<file path="config.mk">
export PLATFORM = sky130hd
export DESIGN_NAME = crst_bank
export DESIGN_NICKNAME = d
export VERILOG_FILES = /design/src/rtl/crst_pkg.sv /design/src/rtl/crst_regfile.sv /design/src/rtl/crst_core_ctl.sv /design/src/rtl/crst_fanout.sv /design/src/rtl/crst_bank.sv
export SDC_FILE = /design/constraint.sdc
export NUM_CORES = 1
export LEC_CHECK = 0
export BUFFER_PORTS_ARGS = -buffer_cell sky130_fd_sc_hd__buf_2
export CORE_AREA = 4 4 76 92
export DETAILED_ROUTE_END_ITERATION = 10
export DIE_AREA = 0 0 80 96
export PLACE_DENSITY = 0.8
export SLEW_MARGIN = 20
export SYNTH_ARGS = -nofsm -noshare
export SYNTH_HDL_FRONTEND = slang
export SYNTH_HIERARCHICAL = 1
export SYNTH_SLANG_ARGS = --single-unit
</file>
<file path="constraint.sdc">
create_clock -name clk -period 2.2 [get_ports clk]
set_clock_uncertainty 0.05 [all_clocks]
set_input_delay 0.44 -clock clk [delete_from_list [all_inputs] [get_ports clk]]
set_output_delay 0.44 -clock clk [all_outputs]
set_load 0.02 [all_outputs]
</file>
<file path="src/rtl/crst_pkg.sv">
package crst_pkg;

    localparam int DATA_W   = 32;
    localparam int NREG     = 18;
    localparam int N_CORE   = 2;
    localparam int N_PERIPH = 12;

    localparam int IDX_CORE    = 0;
    localparam int IDX_DMA     = 1;
    localparam int IDX_PERIPH0 = 2;
    localparam int IDX_DBG     = 14;
    localparam int IDX_TMR     = 15;
    localparam int IDX_PD      = 16;
    localparam int IDX_MODE    = 17;

    // Value loaded by synchronous reset
    function automatic logic [DATA_W-1:0] reg_init(input int idx);
        logic [DATA_W-1:0] v;
        if (idx == IDX_CORE)      v = 32'h17;
        else if (idx == IDX_DBG)  v = 32'h33;
        else if (idx == IDX_TMR)  v = 32'hF;
        else if (idx == IDX_PD)   v = 32'h3;
        else if (idx < NREG)      v = 32'h1;
        else                      v = '0;
        return v;
    endfunction

    // Bits that a write keeps; the rest are reserved and read zero
    function automatic logic [DATA_W-1:0] reg_keep(input int idx);
        logic [DATA_W-1:0] v;
        if (idx == IDX_CORE)      v = 32'hF7;
        else if (idx == IDX_DBG)  v = 32'h33;
        else if (idx == IDX_TMR)  v = 32'hF;
        else if (idx == IDX_PD)   v = 32'h3;
        else if (idx == IDX_MODE) v = 32'h7;
        else if (idx < NREG)      v = 32'h1;
        else                      v = '0;
        return v;
    endfunction

    // A write event on the core register: stored bits and incoming bits
    typedef struct packed {
        logic              strobe;
        logic [N_CORE-1:0] prev;
        logic [N_CORE-1:0] next;
    } core_evt_t;

    // Stored reset fields that drive the level outputs
    typedef struct packed {
        logic                dma;
        logic [N_PERIPH-1:0] periph;
        logic [7:0]          dbg;
        logic [3:0]          tmr;
        logic [1:0]          pd;
        logic [2:0]          mode;
    } crst_lines_t;

endpackage

</file>
<file path="src/rtl/crst_regfile.sv">
module crst_regfile
    import crst_pkg::*;
#(
    parameter int ADDR_W = 5
) (
    input  logic              clk,
    input  logic              rst,
    input  logic              wr,
    input  logic [ADDR_W-1:0] addr,
    input  logic [DATA_W-1:0] wdata,
    output logic [DATA_W-1:0] rdata,
    output core_evt_t         core_evt,
    output crst_lines_t       lines
);

    logic [DATA_W-1:0] q [NREG];

    generate
        for (genvar g = 0; g < NREG; g++) begin : g_reg
            localparam logic [DATA_W-1:0] INIT = reg_init(g);
            localparam logic [DATA_W-1:0] KEEP = reg_keep(g);
            always_ff @(posedge clk) begin
                if (rst) begin
                    q[g] <= INIT;
                end else if (wr && (addr == ADDR_W'(g))) begin
                    q[g] <= wdata & KEEP;
                end
            end
        end
    endgenerate

    always_comb begin
        rdata = '0;
        for (int i = 0; i < NREG; i++) begin
            if (addr == ADDR_W'(i)) rdata = q[i];
        end
    end

    always_comb begin
        core_evt.strobe = wr && (addr == ADDR_W'(IDX_CORE));
        core_evt.prev   = q[IDX_CORE][N_CORE-1:0];
        core_evt.next   = wdata[N_CORE-1:0];
    end

    always_comb begin
        lines.dma  = q[IDX_DMA][0];
        lines.dbg  = q[IDX_DBG][7:0];
        lines.tmr  = q[IDX_TMR][3:0];
        lines.pd   = q[IDX_PD][1:0];
        lines.mode = q[IDX_MODE][2:0];
        for (int k = 0; k < N_PERIPH; k++) begin
            lines.periph[k] = q[IDX_PERIPH0 + k][0];
        end
    end

    // a stored reserved bit of the core register never appears
    p_core_rsvd_zero_r2: assert property (@(posedge clk) disable iff (rst)
        $past(wr) |-> (q[IDX_CORE][3] == 1'b0));

endmodule

</file>
<file path="src/rtl/crst_core_ctl.sv">
module crst_core_ctl
    import crst_pkg::*;
(
    input  logic              clk,
    input  logic              rst,
    input  core_evt_t         evt,
    output logic [N_CORE-1:0] off,
    output logic [N_CORE-1:0] start
);

    localparam logic [DATA_W-1:0] CORE_INIT = reg_init(IDX_CORE);

    generate
        for (genvar c = 0; c < N_CORE; c++) begin : g_core
            logic rise, fall;
            assign rise = evt.strobe && !evt.prev[c] &&  evt.next[c];
            assign fall = evt.strobe &&  evt.prev[c] && !evt.next[c];

            always_ff @(posedge clk) begin
                if (rst) begin
                    off[c]   <= CORE_INIT[c];
                    start[c] <= 1'b0;
                end else begin
                    start[c] <= fall;
                    if (rise)      off[c] <= 1'b1;
                    else if (fall) off[c] <= 1'b0;
                end
            end

            p_off_on_rise_r3: assert property (@(posedge clk) disable iff (rst)
                (evt.strobe && !evt.prev[c] && evt.next[c]) |=> off[c]);

            p_start_on_fall_r4: assert property (@(posedge clk) disable iff (rst)
                (evt.strobe && evt.prev[c] && !evt.next[c]) |=> (start[c] && !off[c]));

            p_no_action_same_r5: assert property (@(posedge clk) disable iff (rst)
                (evt.strobe && (evt.prev[c] == evt.next[c])) |=> (!start[c] && $stable(off[c])));

            p_pulse_single_r10: assert property (@(posedge clk) disable iff (rst)
                start[c] |=> !start[c]);
        end
    endgenerate

endmodule

</file>
<file path="src/rtl/crst_fanout.sv">
module crst_fanout
    import crst_pkg::*;
#(
    parameter int N_DMA = 8
) (
    input  crst_lines_t         lines,
    output logic [N_DMA-1:0]    dma_rst,
    output logic [N_PERIPH-1:0] periph_rst,
    output logic [7:0]          dbg_rst,
    output logic [3:0]          timer_rst,
    output logic [1:0]          pd_rst,
    output logic [2:0]          rst_mode
);

    generate
        for (genvar d = 0; d < N_DMA; d++) begin : g_dma
            assign dma_rst[d] = lines.dma;
        end
        for (genvar p = 0; p < N_PERIPH; p++) begin : g_per
            assign periph_rst[p] = lines.periph[p];
        end
    endgenerate

    assign dbg_rst   = lines.dbg;
    assign timer_rst = lines.tmr;
    assign pd_rst    = lines.pd;
    assign rst_mode  = lines.mode;

endmodule

</file>
<file path="src/rtl/crst_bank.sv">
module crst_bank
    import crst_pkg::*;
#(
    parameter int ADDR_W = 5,
    parameter int N_DMA  = 8
) (
    input  logic                clk,
    input  logic                rst,
    input  logic                bus_wr,
    input  logic [ADDR_W-1:0]   bus_addr,
    input  logic [31:0]         bus_wdata,
    output logic [31:0]         bus_rdata,
    output logic [N_CORE-1:0]   core_off,
    output logic [N_CORE-1:0]   core_start,
    output logic [N_DMA-1:0]    dma_rst,
    output logic [N_PERIPH-1:0] periph_rst,
    output logic [7:0]          dbg_rst,
    output logic [3:0]          timer_rst,
    output logic [1:0]          pd_rst,
    output logic [2:0]          rst_mode
);

    core_evt_t   core_evt;
    crst_lines_t lines;

    crst_regfile #(.ADDR_W(ADDR_W)) u_regs (
        .clk      (clk),
        .rst      (rst),
        .wr       (bus_wr),
        .addr     (bus_addr),
        .wdata    (bus_wdata),
        .rdata    (bus_rdata),
        .core_evt (core_evt),
        .lines    (lines)
    );

    crst_core_ctl u_core (
        .clk   (clk),
        .rst   (rst),
        .evt   (core_evt),
        .off   (core_off),
        .start (core_start)
    );

    crst_fanout #(.N_DMA(N_DMA)) u_fan (
        .lines      (lines),
        .dma_rst    (dma_rst),
        .periph_rst (periph_rst),
        .dbg_rst    (dbg_rst),
        .timer_rst  (timer_rst),
        .pd_rst     (pd_rst),
        .rst_mode   (rst_mode)
    );

    // the power-off level tracks the stored core bits (separate flops)
    p_off_tracks_reg_r3: assert property (@(posedge clk) disable iff (rst)
        core_off == core_evt.prev);

endmodule

</file>
==> out/results.tsv <==
metric	value	unit
drive_gt1_share	40.85	%
crit_fanout	2	
clk_pin_slew	0.07	ns
ant_nets	0	
via_per_inst	4.934	
finalHoldViolCount	0	
final_nets	367	
netlist_top_cells_area	edfxtp_1 38%, buf_4 21%, nand2_1 4.4%, o21bai_1 3.2%, dfxtp_1 3.1%	
drt-total-wl	6187	um
drtIter0Drc	208	
preCtsSetupSlack	-0.2610	ns
hold_path_startpoint	bus_wdata[3]	
yosysWarnings	6	
max_freq	429.0	MHz
worstSetupPathType	in -> out	
postCtsSetupBuffers	0	
drc_errors	0	
post-route-min-period	2.331	ns
switchingPower	0.4829	mW
gp_congestion	0.8924	
synth_edf_count	33	
synth_area	0.002580	mm2
p_sw_share	27.52	%
root_buffer	clkbuf_8	
grt-ovfl-total	0	
crit_path_end_kind	primary output	
antennaDiodeCount	0	
ir_worst_vdd	0.0002673	V
fp.coreArea	0.006051	mm2
worst_slack	-0.1307	ns
io_buffers	60	
core.rowCount	31	
worstPathRequired	1.71	ns
clock_latency	0.28	ns
wl_per_cell	15.09	um
cp-start-kind	input port	
setup_viol	1	
cts_tree	done	
status	complete, but fails checks	
antenna_found_initial	0	
dp_hpwl	4898	um
postSynth.asyncResetShare	0	%
synth_top_area_cell	edfxtp_1	
yosys-top-cells-count	71 x buf_4, 33 x edfxtp_1, 30 x nand2_1	
ctsHoldBuffers	0	
syn_area_per_cell	9.416	um2
vias	2023	
p_clk_share	32.7	%
finish.utilization	50.14	%
cts.sinks	37	
seqPwrFrac	46.9	%
synth-main-ff-cell	edfxtp_1	
yosysMostFrequentCell	buf_4	
cellPowerDensity	578.3	mW/mm2
boundaryPins	113	
numCtsBuffers	5	
hp-class	in -> reg	
synth-seq-area-share	41.51	%
rsz0062_at_grt	yes	
ys_types	49	
die_area	0.007680	mm2
worstReg2RegStart	u_regs/q[0][1]	
drtPass1Iterations	4	
period_share	105.9	%
grt_util_all_layers	16.26	%
htreeDepth	2	
cp.arrival	1.84	ns
pwr-share-comb	20.4	%
cts.path.max_buffers	2	
netlist.area_leader.share	38.41	%
intPower	1.272	mW
area_growth	17.60	%
power	1.755	mW
synth-seq-cells	37	
drv_slew	0	
grt_pass1_wl	9756	um
critPathLaunch	bus_addr[4]	
grt_pass1_vias	2023	
die_h	96	um
maxCapViolations	0	
grt_max_degree	25	
initial_utilization	42.64	%
die_width	80	um
synth_cells	274	
violations	negative setup slack	
leakage	1.293	nW
metrics by stage:
stage,hold slack (ns),cells,cell area [um2],TNS (ns)
after floorplan,0.4635,301,2683,-0.07426
after global placement,0.4469,402,2828,-0.6160
after detailed placement,0.4592,402,2828,-0.5629
after CTS,0.3639,410,3007,-0.1158
after global routing,0.3675,410,3034,-0.3104
final,0.3710,410,3034,-0.1307
layout by cell type, fill, tap and decap left out, types with 4 or more instances in the layout:
master    Yosys  final
nand2_1      30     30
conb_1        1     28
nor2_1       15     14
buf_4        71     42
buf_2         5     54
inv_1         4      4
edfxtp_1     33     33
or2_2         5      5
or3_1         6      5
buf_6         0      4
clkbuf_8      0      5
nand2b_1      9      8
nor3_1        7      7
and3_1        8      8
o21ai_0       4      4
o21bai_1     11     11
dfxtp_1       4      4
cell families after synthesis:
family	share of synthesized area, %
AOI/OAI and AO/OA	13.63
buffers and inverters	23.42
DFF	41.51
muxes	0.3880
other	0.1454
and+or+nand+nor	20.90
worst paths after layout:
path | end | slack (ns) | cells after the start
worst max-delay path | bus_rdata[0] | -0.13 | 7
worst min-delay path | u_regs/q[7][11] | 0.37 | 2
worst max register to register | u_core/start[1] | 1.35 | 1
worst min register to register | u_core/off[0] | 0.48 | 2
worst max-delay path: stages:
cell      delay, ns
buf_6          0.10
or3b_4         0.40
or3_4          0.33
o211ai_2       0.08
o22ai_1        0.12
a32o_2         0.24
buf_6          0.13
sequential cells by signal, indices dropped and copies added (netlist names):
name	cells
u_core/off	2
u_core/start	2
u_regs/q	33
area by class of cell:
type                            count  area, um2
Fill cell                         551       3017
Inverter                            5      18.77
Multi-Input combinational cell    176       1072
Clock inverter                      2      38.79
Clock buffer                        6      72.57
Sequential cell                    37       1071
Tap cell                           82      102.6
Timing Repair Buffer              102      658.1
power groups by stage:
stage	clock, mW	combinational (mW)	sequential, mW
6_report	0.574	0.357	0.823
2_1_floorplan	0	0.303	0.827
5_1_grt	0.618	0.384	0.828
3_3_place_gp	0	0.331	0.836
3_5_place_dp	0	0.336	0.837
4_1_cts	0.589	0.351	0.822
timing repair:
action	in CTS	in global routing
resized for setup	20	5
pin swaps	2	2
gates cloned	0	0
setup endpoints to repair	6	6
metal layers:
layer  up-vias  share of wire [%]  track usage [%]
met5         -                  0                0
li1        971                  -                -
met1       957                 39            19.06
met2        84                 53            29.83
met3        11                5.9            1.779
met4         0                1.8            6.901
Note: power is estimated with default switching activity, not from simulation.
